$ cat src/rtl/rsqrt_est_f32.sv
module rsqrt_est_f32 #(
  parameter int EXP_W  = 8,
  parameter int FRAC_W = 23,
  parameter int EST_W  = 8
) (
  input  logic                     clk,
  input  logic                     rst_n,
  input  logic                     in_valid,
  input  logic [EXP_W+FRAC_W:0]    in_op,
  output logic                     out_valid,
  output logic [EXP_W+FRAC_W:0]    out_res,
  output logic                     out_invalid,
  output logic                     out_divzero
);
  localparam int W       = EXP_W + FRAC_W + 1;
  localparam int IDX_W   = EST_W;
  localparam int SEL_W   = IDX_W - 1;
  localparam int ROM_N   = 1 << IDX_W;
  localparam int LOW_W   = FRAC_W - EST_W;
  localparam int BIAS3   = 3 * ((1 << (EXP_W - 1)) - 1) - 1;
  localparam logic [W-1:0] DNAN = {1'b0, {EXP_W{1'b1}}, 1'b1, {(FRAC_W-1){1'b0}}};

  function automatic logic [EST_W-1:0] est_fn(input int idx);
    longint d, lim, lo, t;
    d   = 2 * ((1 << SEL_W) + (idx % (1 << SEL_W))) + 1;
    lim = (idx >= (1 << SEL_W)) ? (64'sd1 <<< 28) : (64'sd1 <<< 27);
    lo  = 1 << EST_W;
    for (int b = EST_W - 1; b >= 0; b--) begin
      t = lo | (64'sd1 <<< b);
      if ((2 * t - 1) * (2 * t - 1) * d <= lim) lo = t;
    end
    return EST_W'(lo - (1 << EST_W));
  endfunction

  logic [EST_W-1:0] est_rom [ROM_N];
  for (genvar g = 0; g < ROM_N; g++) begin : g_rom
    assign est_rom[g] = est_fn(g);
  end

  logic              sgn;
  logic [EXP_W-1:0]  ex;
  logic [FRAC_W-1:0] fr;
  assign {sgn, ex, fr} = in_op;

  logic is_nan, is_zd, is_inf;
  assign is_nan = (ex == '1) && (fr != '0);
  assign is_inf = (ex == '1) && (fr == '0);
  assign is_zd  = (ex == '0);

  logic [EXP_W:0]   exp_dif;
  logic [EXP_W-1:0] exp_new;
  logic [IDX_W-1:0] idx;
  assign exp_dif = (EXP_W+1)'(BIAS3) - {1'b0, ex};
  assign exp_new = exp_dif[EXP_W:1];
  assign idx     = {ex[0], fr[FRAC_W-1 -: SEL_W]};

  logic unused_bits;
  assign unused_bits = ^{fr[LOW_W+SEL_W-EST_W:0], exp_dif[0]};

  logic [W-1:0] res_c;
  logic         inv_c, dz_c;
  always_comb begin
    res_c = {1'b0, exp_new, est_rom[idx], {LOW_W{1'b0}}};
    inv_c = 1'b0;
    dz_c  = 1'b0;
    if (is_nan) begin
      res_c = DNAN;
      inv_c = ~fr[FRAC_W-1];
    end else if (is_zd) begin
      res_c = {sgn, {EXP_W{1'b1}}, {FRAC_W{1'b0}}};
      dz_c  = 1'b1;
    end else if (sgn) begin
      res_c = DNAN;
      inv_c = 1'b1;
    end else if (is_inf) begin
      res_c = '0;
    end
  end

  always_ff @(posedge clk or negedge rst_n) begin
    if (!rst_n) begin
      out_valid   <= 1'b0;
      out_res     <= '0;
      out_invalid <= 1'b0;
      out_divzero <= 1'b0;
    end else begin
      out_valid   <= in_valid;
      out_res     <= res_c;
      out_invalid <= in_valid & inv_c;
      out_divzero <= in_valid & dz_c;
    end
  end

  AST_STROBE_LAT: assert property (@(posedge clk) disable iff (!rst_n)
    out_valid == $past(in_valid));
  AST_FLAGS_QUIET: assert property (@(posedge clk) disable iff (!rst_n)
    !out_valid |-> !out_invalid && !out_divzero);
  AST_ONE_FLAG: assert property (@(posedge clk) disable iff (!rst_n)
    $onehot0({out_invalid, out_divzero}));
  AST_NAN_OUT: assert property (@(posedge clk) disable iff (!rst_n)
    out_valid && $past(is_nan) |-> out_res == DNAN && !out_divzero);
  AST_DZ_INF: assert property (@(posedge clk) disable iff (!rst_n)
    out_divzero |-> out_res[W-2:0] == {{EXP_W{1'b1}}, {FRAC_W{1'b0}}});
  AST_INV_NAN: assert property (@(posedge clk) disable iff (!rst_n)
    out_invalid |-> out_res == DNAN);
  AST_NORMAL_PACK: assert property (@(posedge clk) disable iff (!rst_n)
    out_valid && $past(!sgn && ex != '0 && ex != '1) |->
      !out_res[W-1] && out_res[LOW_W-1:0] == '0 && !out_invalid && !out_divzero);
endmodule

$ cat config.mk
export PLATFORM = sky130hd
export DESIGN_NAME = rsqrt_est_f32
export DESIGN_NICKNAME = d
export VERILOG_FILES = /design/src/rtl/rsqrt_est_f32.sv
export SDC_FILE = /design/constraint.sdc
export NUM_CORES = 1
export LEC_CHECK = 0
export ABC_AREA = 1
export BUFFER_PORTS_ARGS = -buffer_cell sky130_fd_sc_hd__buf_4
export CAP_MARGIN = 15
export CORE_AREA = 2 2 71 87
export CTS_CLUSTER_DIAMETER = 40
export DETAILED_ROUTE_END_ITERATION = 10
export DIE_AREA = 0 0 73 89
export GPL_ROUTABILITY_DRIVEN = 0
export PLACE_DENSITY = 0.72
export REMOVE_ABC_BUFFERS = 1
export SLEW_MARGIN = 10
export SYNTH_ARGS = -nofsm -noshare
export SYNTH_HDL_FRONTEND = slang
export SYNTH_SLANG_ARGS = --single-unit
export TNS_END_PERCENT = 5
$ cat constraint.sdc
create_clock -name clk -period 0.8 [get_ports clk]
set_input_delay 0.16 -clock clk [delete_from_list [all_inputs] [get_ports clk]]
set_output_delay 0.16 -clock clk [all_outputs]
set_load 0.05 [all_outputs]
==> results.tsv, run 1 <==
metric	value	unit
H-tree Lvls	1	
final hold viol count	0	
Final nets	644	
multi-input combinational cell area	2170	um2
via count	3703	
Cell variety after synth	36	
Reg clk slew, reported paths	0.07	ns
vias in the first global route	3461	
Seq/Total Area, Yosys	0.182	
Register Area	500	um2
# port buffers	54	
initial core utilization	0.490	
slowest stage cell on the critical path	ha_4	
hold path startpoint	in_valid	
PnR Total Power	4.35	mW
Post-synth EDFFs	0	
synth-to-layout area growth	50.7	%
drt wl/cell	15.1	um
CTS tree	yes	
placed cell count	649	
Worst EP required	0.95	ns
final wirelength	9.93	mm
PwrDens	1050	nW/um2
GRT Total Usage	0.308	
Synth async-reset ratio	1.00	
crit share post-route	1.55	
Leak	2.17	nW
Antenna Diode Count	0	
post-route ant nets	0	
Worst Hold Depth	1	
critical path type	in -> reg	
die height	89	um
Layout fillers	444	
CP cell instances	buf_8 -> inv_6 -> ha_4 -> buf_6 -> nand2_4 -> nand2_2 -> nor2_2 -> o21ai_1 -> nand2_1 -> nor2_1 -> nand2_1 -> nand2_1 -> nor2_1 -> nor2_1	
initial detailed-routing violation count	269	
Hold/Removal Path Class	in -> reg	
fin crit period	1.24	ns
Setup violations, final	38	
family with the most delay on the worst path	simple AND/OR/NAND/NOR gates	
f_max	0.804	GHz
fin. max-slew vios	0	
Main synth FF type	dfrtp_1	
CP Max Fanout	4	
Clock Path Buffers	2	
synthesized flop and latch total	20	
Syn Area/Cell	5.75	um2
area of the core	5590	um2
utilization after layout	0.739	
status	finished with violations	
row cnt	30	
dpl ws	-0.931	ns
share of cells above drive strength 1	0.352	
failing checks	negative setup slack	
Synth Cell Area	2740	um2
die area	6500	um2
residual DRC count	0	
Non-Filler Instances	658	
max-cap violation count	0	
Via density	5.63	
commonest non-fill, non-tap cells in the layout	162 x nand2_1, 95 x buf_4, 45 x nor2_1	
clock net sink count	20	
slowest stage delay, CP	0.20	ns
GRT Residual Overflow	0	
Worst setup EP type	flip-flop	
total iterations of the first detailed-routing run	5	
Critical Path Source Type	input pin	
fin worst setup slack	-0.444	ns
largest net degree at the start of global routing	21	
Mapped Cells	477	
worst path arrival time	1.39	ns
post-DP HPWL	7.49	mm
most common cell after layout, fill and taps aside	nand2_1	
first-pass GRT wire length	15.8	mm
clock root buffer	clkbuf_8	
initial antenna violation count	0	
Critical path buffers and inverters	3	
TritonCTS Buffers	3	
hold path endpoint	out_valid	
Die X	73	um
RSZ-0062 raised after global routing	yes	
VDD IR max	569	uV
Synthesis Warnings	0	
num ports	70	
==> logic make-up after synthesis <==
| family | share of synthesized area |
|---|---|
| AND/OR/NAND/NOR | 0.482 |
| flip-flops | 0.182 |
| XOR/XNOR | 0.0128 |
| other | 0.00137 |
| adder cells (fa/ha/maj) | 0.0639 |
| buffers and inverters | 0.135 |
| AO/OA/AOI/OAI | 0.123 |
==> per-layer routing <==
layer / track usage / vias up / part of all wire
li1: - / 1739 / -
met1: 0.338 / 1650 / 0.35
met2: 0.568 / 254 / 0.50
met3: 0.0440 / 60 / 0.095
met4: 0.158 / 0 / 0.057
met5: 0 / - / 0
==> flip-flops by register name, summed over array words and instances, names as in the netlist <==
register     flops
out_invalid      1
out_divzero      1
out_res         17
out_valid        1
==> where the power goes <==
part	switching, mW	internal, mW
clock	0.328	0.438
sequential	0.0334	1.08
combinational	1.51	0.957
==> cell type report <==
type,count,area share
Tap cell,64,0.0194
Inverter,39,0.0397
Clock buffer,4,0.0133
Timing Repair Buffer,131,0.280
Sequential cell,20,0.121
Multi-Input combinational cell,400,0.526
==> through the flow <==
step                      hold slack, ns  setup TNS, ns  area, um2
final                             0.0339          -8.71       4130
after global routing              0.0237         -10.63       4130
after CTS                         0.0284          -8.28       4050
after detailed placement          0.0460         -14.56       3620
after global placement            0.0419         -13.70       3620
after floorplan                   -0.136         -12.53       2570
==> synth_stat cells (all sizes together), types with 5 or more instances <==
| cell type | number | area share |
|---|---|---|
| nand2 | 190 | 0.27 |
| nand4 | 7 | 0.018 |
| dfrtp | 20 | 0.18 |
| buf | 27 | 0.074 |
| ha | 14 | 0.064 |
| o21ai | 25 | 0.046 |
| nor2 | 58 | 0.093 |
| nor3 | 5 | 0.0091 |
| a21oi | 19 | 0.035 |
| clkbuf | 5 | 0.0068 |
| inv | 37 | 0.051 |
| nand3 | 45 | 0.082 |
| o211ai | 7 | 0.019 |
==> timing repair <==
action,in CTS,in global routing
pin swaps,25,13
endpoints found under the setup margin,39,39
hold buffers,1,0
gates resized for setup,96,26
hold endpoints to repair,20,0
setup buffers,3,1
==> how the worst max path moves through the flow <==
| stage | start | endpoint | slack [ns] | cells after the start |
|---|---|---|---|---|
| final | in_op[17] | out_res[17] | -0.44 | 14 |
| after global routing | in_op[17] | out_res[15] | -0.52 | 13 |
| after CTS | in_op[17] | out_res[17] | -0.41 | 14 |
| after detailed placement | in_op[16] | out_res[16] | -0.93 | 14 |
| after global placement | in_op[16] | out_res[16] | -0.93 | 14 |
| after floorplan | in_op[17] | out_res[15] | -0.75 | 12 |
Note: power is estimated with default switching activity, not from simulation.
==> run 2: changes to the inputs <==
--- a/config.mk
+++ b/config.mk
@@ -8,12 +8,12 @@
 export ABC_AREA = 1
 export BUFFER_PORTS_ARGS = -buffer_cell sky130_fd_sc_hd__buf_4
 export CAP_MARGIN = 15
-export CORE_AREA = 2 2 71 87
+export CORE_AREA = 2 2 68 83
 export CTS_CLUSTER_DIAMETER = 40
 export DETAILED_ROUTE_END_ITERATION = 10
-export DIE_AREA = 0 0 73 89
+export DIE_AREA = 0 0 70 85
 export GPL_ROUTABILITY_DRIVEN = 0
-export PLACE_DENSITY = 0.72
+export PLACE_DENSITY = 0.78
 export REMOVE_ABC_BUFFERS = 1
 export SLEW_MARGIN = 10
 export SYNTH_ARGS = -nofsm -noshare
==> results.tsv, run 2 (same netlist as run 1, synthesis figures left out) <==
metric	value	unit	change
status	finished with violations		
failing checks	negative setup slack		
num ports	70		unchanged
RSZ-0062 raised after global routing	yes		
dpl ws	-0.970	ns	-0.0391 ns
M1 GR Usage	0.388		+0.0503
Non-Filler Instances	656		-0.30%
Placed Instance Area	3620	um2	about the same
CTS tree	yes		
total iterations of the first detailed-routing run	6		+1
Psw	1.91	mW	+2.0%
sw frac	0.416		-0.0155
Internal	2.69	mW	+8.7%
vias in the first global route	3833		+11%
utilization after layout	0.798		+0.0590
final wirelength	11.2	mm	+12%
most common cell after layout, fill and taps aside	nand2_1		
Worst Hold Depth	1		unchanged
post-DP HPWL	7.84	mm	+4.7%
critical path type	in -> reg		
busiest grt layer	met2		
initial core utilization	0.532		+0.0419
max-cap violation count	0		unchanged
worst path arrival time	1.45	ns	+0.06 ns
residual DRC count	0		unchanged
row cnt	29		-3.3%
final hold viol count	0		unchanged
# port buffers	54		unchanged
Worst setup EP type	flip-flop		
max reg flops	17		unchanged
GRT Total Usage	0.378		+0.0702
Clock Power Share	0.216		+0.040
sum of negative setup slack	-10.60	ns	-1.89 ns
GRT Residual Overflow	0		unchanged
Worst EP required	0.93	ns	-0.02 ns
Clock Path Buffers	2		unchanged
share of cells above drive strength 1	0.355		+0.00337
crit share post-route	1.65		+0.0979
Antenna Diode Count	0		unchanged
placed cell count	647		-0.31%
CP Max Fanout	7		+3
via count	3824		+3.3%
die height	85	um	-4.5%
clock net sink count	20		unchanged
met3 Use GR	0.0463		+0.00235
Final nets	644		unchanged
final hold slack	0.0375	ns	+0.00361 ns
sequential power share	0.243		-0.013
initial antenna violation count	0		unchanged
multi-input combinational cell area	2160	um2	-0.46%
synth-to-layout area growth	49.9	%	
Via density	5.83		+3.6%
met2 Use GR	0.688		+0.120
Leak	2.19	nW	+0.48%
die area	5950	um2	-8.4%
PnR Total Power	4.60	mW	+5.8%
Finished Cell Area	4110	um2	-0.51%
f_max	0.756	GHz	-5.9%
Layout fillers	360		-19%
largest net degree at the start of global routing	21		unchanged
initial detailed-routing violation count	425		+58%
first-pass GRT wire length	18.1	mm	+14%
fin worst setup slack	-0.522	ns	-0.0783 ns
fin crit period	1.32	ns	+0.0783 ns
hold path endpoint	out_valid		
H-tree Lvls	1		unchanged
drt wl/cell	17.0	um	+13%
Register Area	500	um2	unchanged
register bank with the most flops	out_res		
Hold/Removal Path Class	in -> reg		
fin. max-slew vios	0		unchanged
PwrDens	1120	nW/um2	+6.3%
Critical Path Source Type	input pin		
logic gate share of total power	0.542		-0.026
TritonCTS Buffers	3		unchanged
clock root buffer	clkbuf_8		
VDD IR max	931	uV	+63%
Setup violations, final	39		+2.6%
post-route ant nets	0		unchanged
Reg clk slew, reported paths	0.07	ns	about the same
hold path startpoint	in_valid		
area of the core	5150	um2	-7.9%
Die X	70	um	-4.1%
commonest non-fill, non-tap cells in the layout	160 x nand2_1, 97 x buf_4, 45 x nor2_1		
==> run 2: repair_timing <==
item | CTS | global route
setup endpoints to repair | 39 | 39
setup buffers | 4 | 0
pin swaps | 23 | 8
hold endpoints to repair | 20 | 0
hold buffers | 1 | 0
gates resized for setup | 90 | 24
==> run 2: layer usage <==
| layer | vias to the layer above | wire length [um] |
|---|---|---|
| met5 | - | 0 |
| met4 | 0 | 923 |
| met3 | 92 | 1010 |
| met2 | 305 | 5620 |
| met1 | 1695 | 3610 |
| li1 | 1732 | - |
==> run 2: critical path, stage by stage <==
cell     delay, ns
buf_4         0.15
nor2_2        0.19
nand4_2       0.20
nor3_4        0.30
nand2_2       0.16
a21oi_1       0.19
o21ai_0       0.10
==> run 2: area by class of cell <==
| type | instances | area share |
|---|---|---|
| clock buffers | 3 | 0.0100 |
| clock inverters | 1 | 0.00730 |
| inverters | 39 | 0.0386 |
| multi-input cells | 400 | 0.526 |
| flip-flops and latches | 20 | 0.122 |
| well taps | 62 | 0.0189 |
| repair buffers | 131 | 0.277 |
==> run 2: power groups by stage <==
stage | combinational, mW | clock, mW | sequential [mW]
after global routing | 2.66 | 1.02 | 1.12
after detailed placement | 2.14 | 0 | 1.12
after CTS | 2.35 | 0.996 | 1.11
final | 2.49 | 0.992 | 1.12
after global placement | 2.12 | 0 | 1.12
after floorplan | 0.979 | 0 | 1.37
==> run 2: worst max path at each step <==
stage                   start           to  slack, ns  depth (start not counted)
finish              in_op[19]  out_res[22]      -0.52                          7
global route        in_op[19]  out_res[22]      -0.57                          7
CTS                 in_op[16]  out_res[17]      -0.41                         14
detailed placement  in_op[16]  out_res[16]      -0.97                         14
global placement    in_op[16]  out_res[16]      -0.93                         14
floorplan           in_op[17]  out_res[15]      -0.75                         12
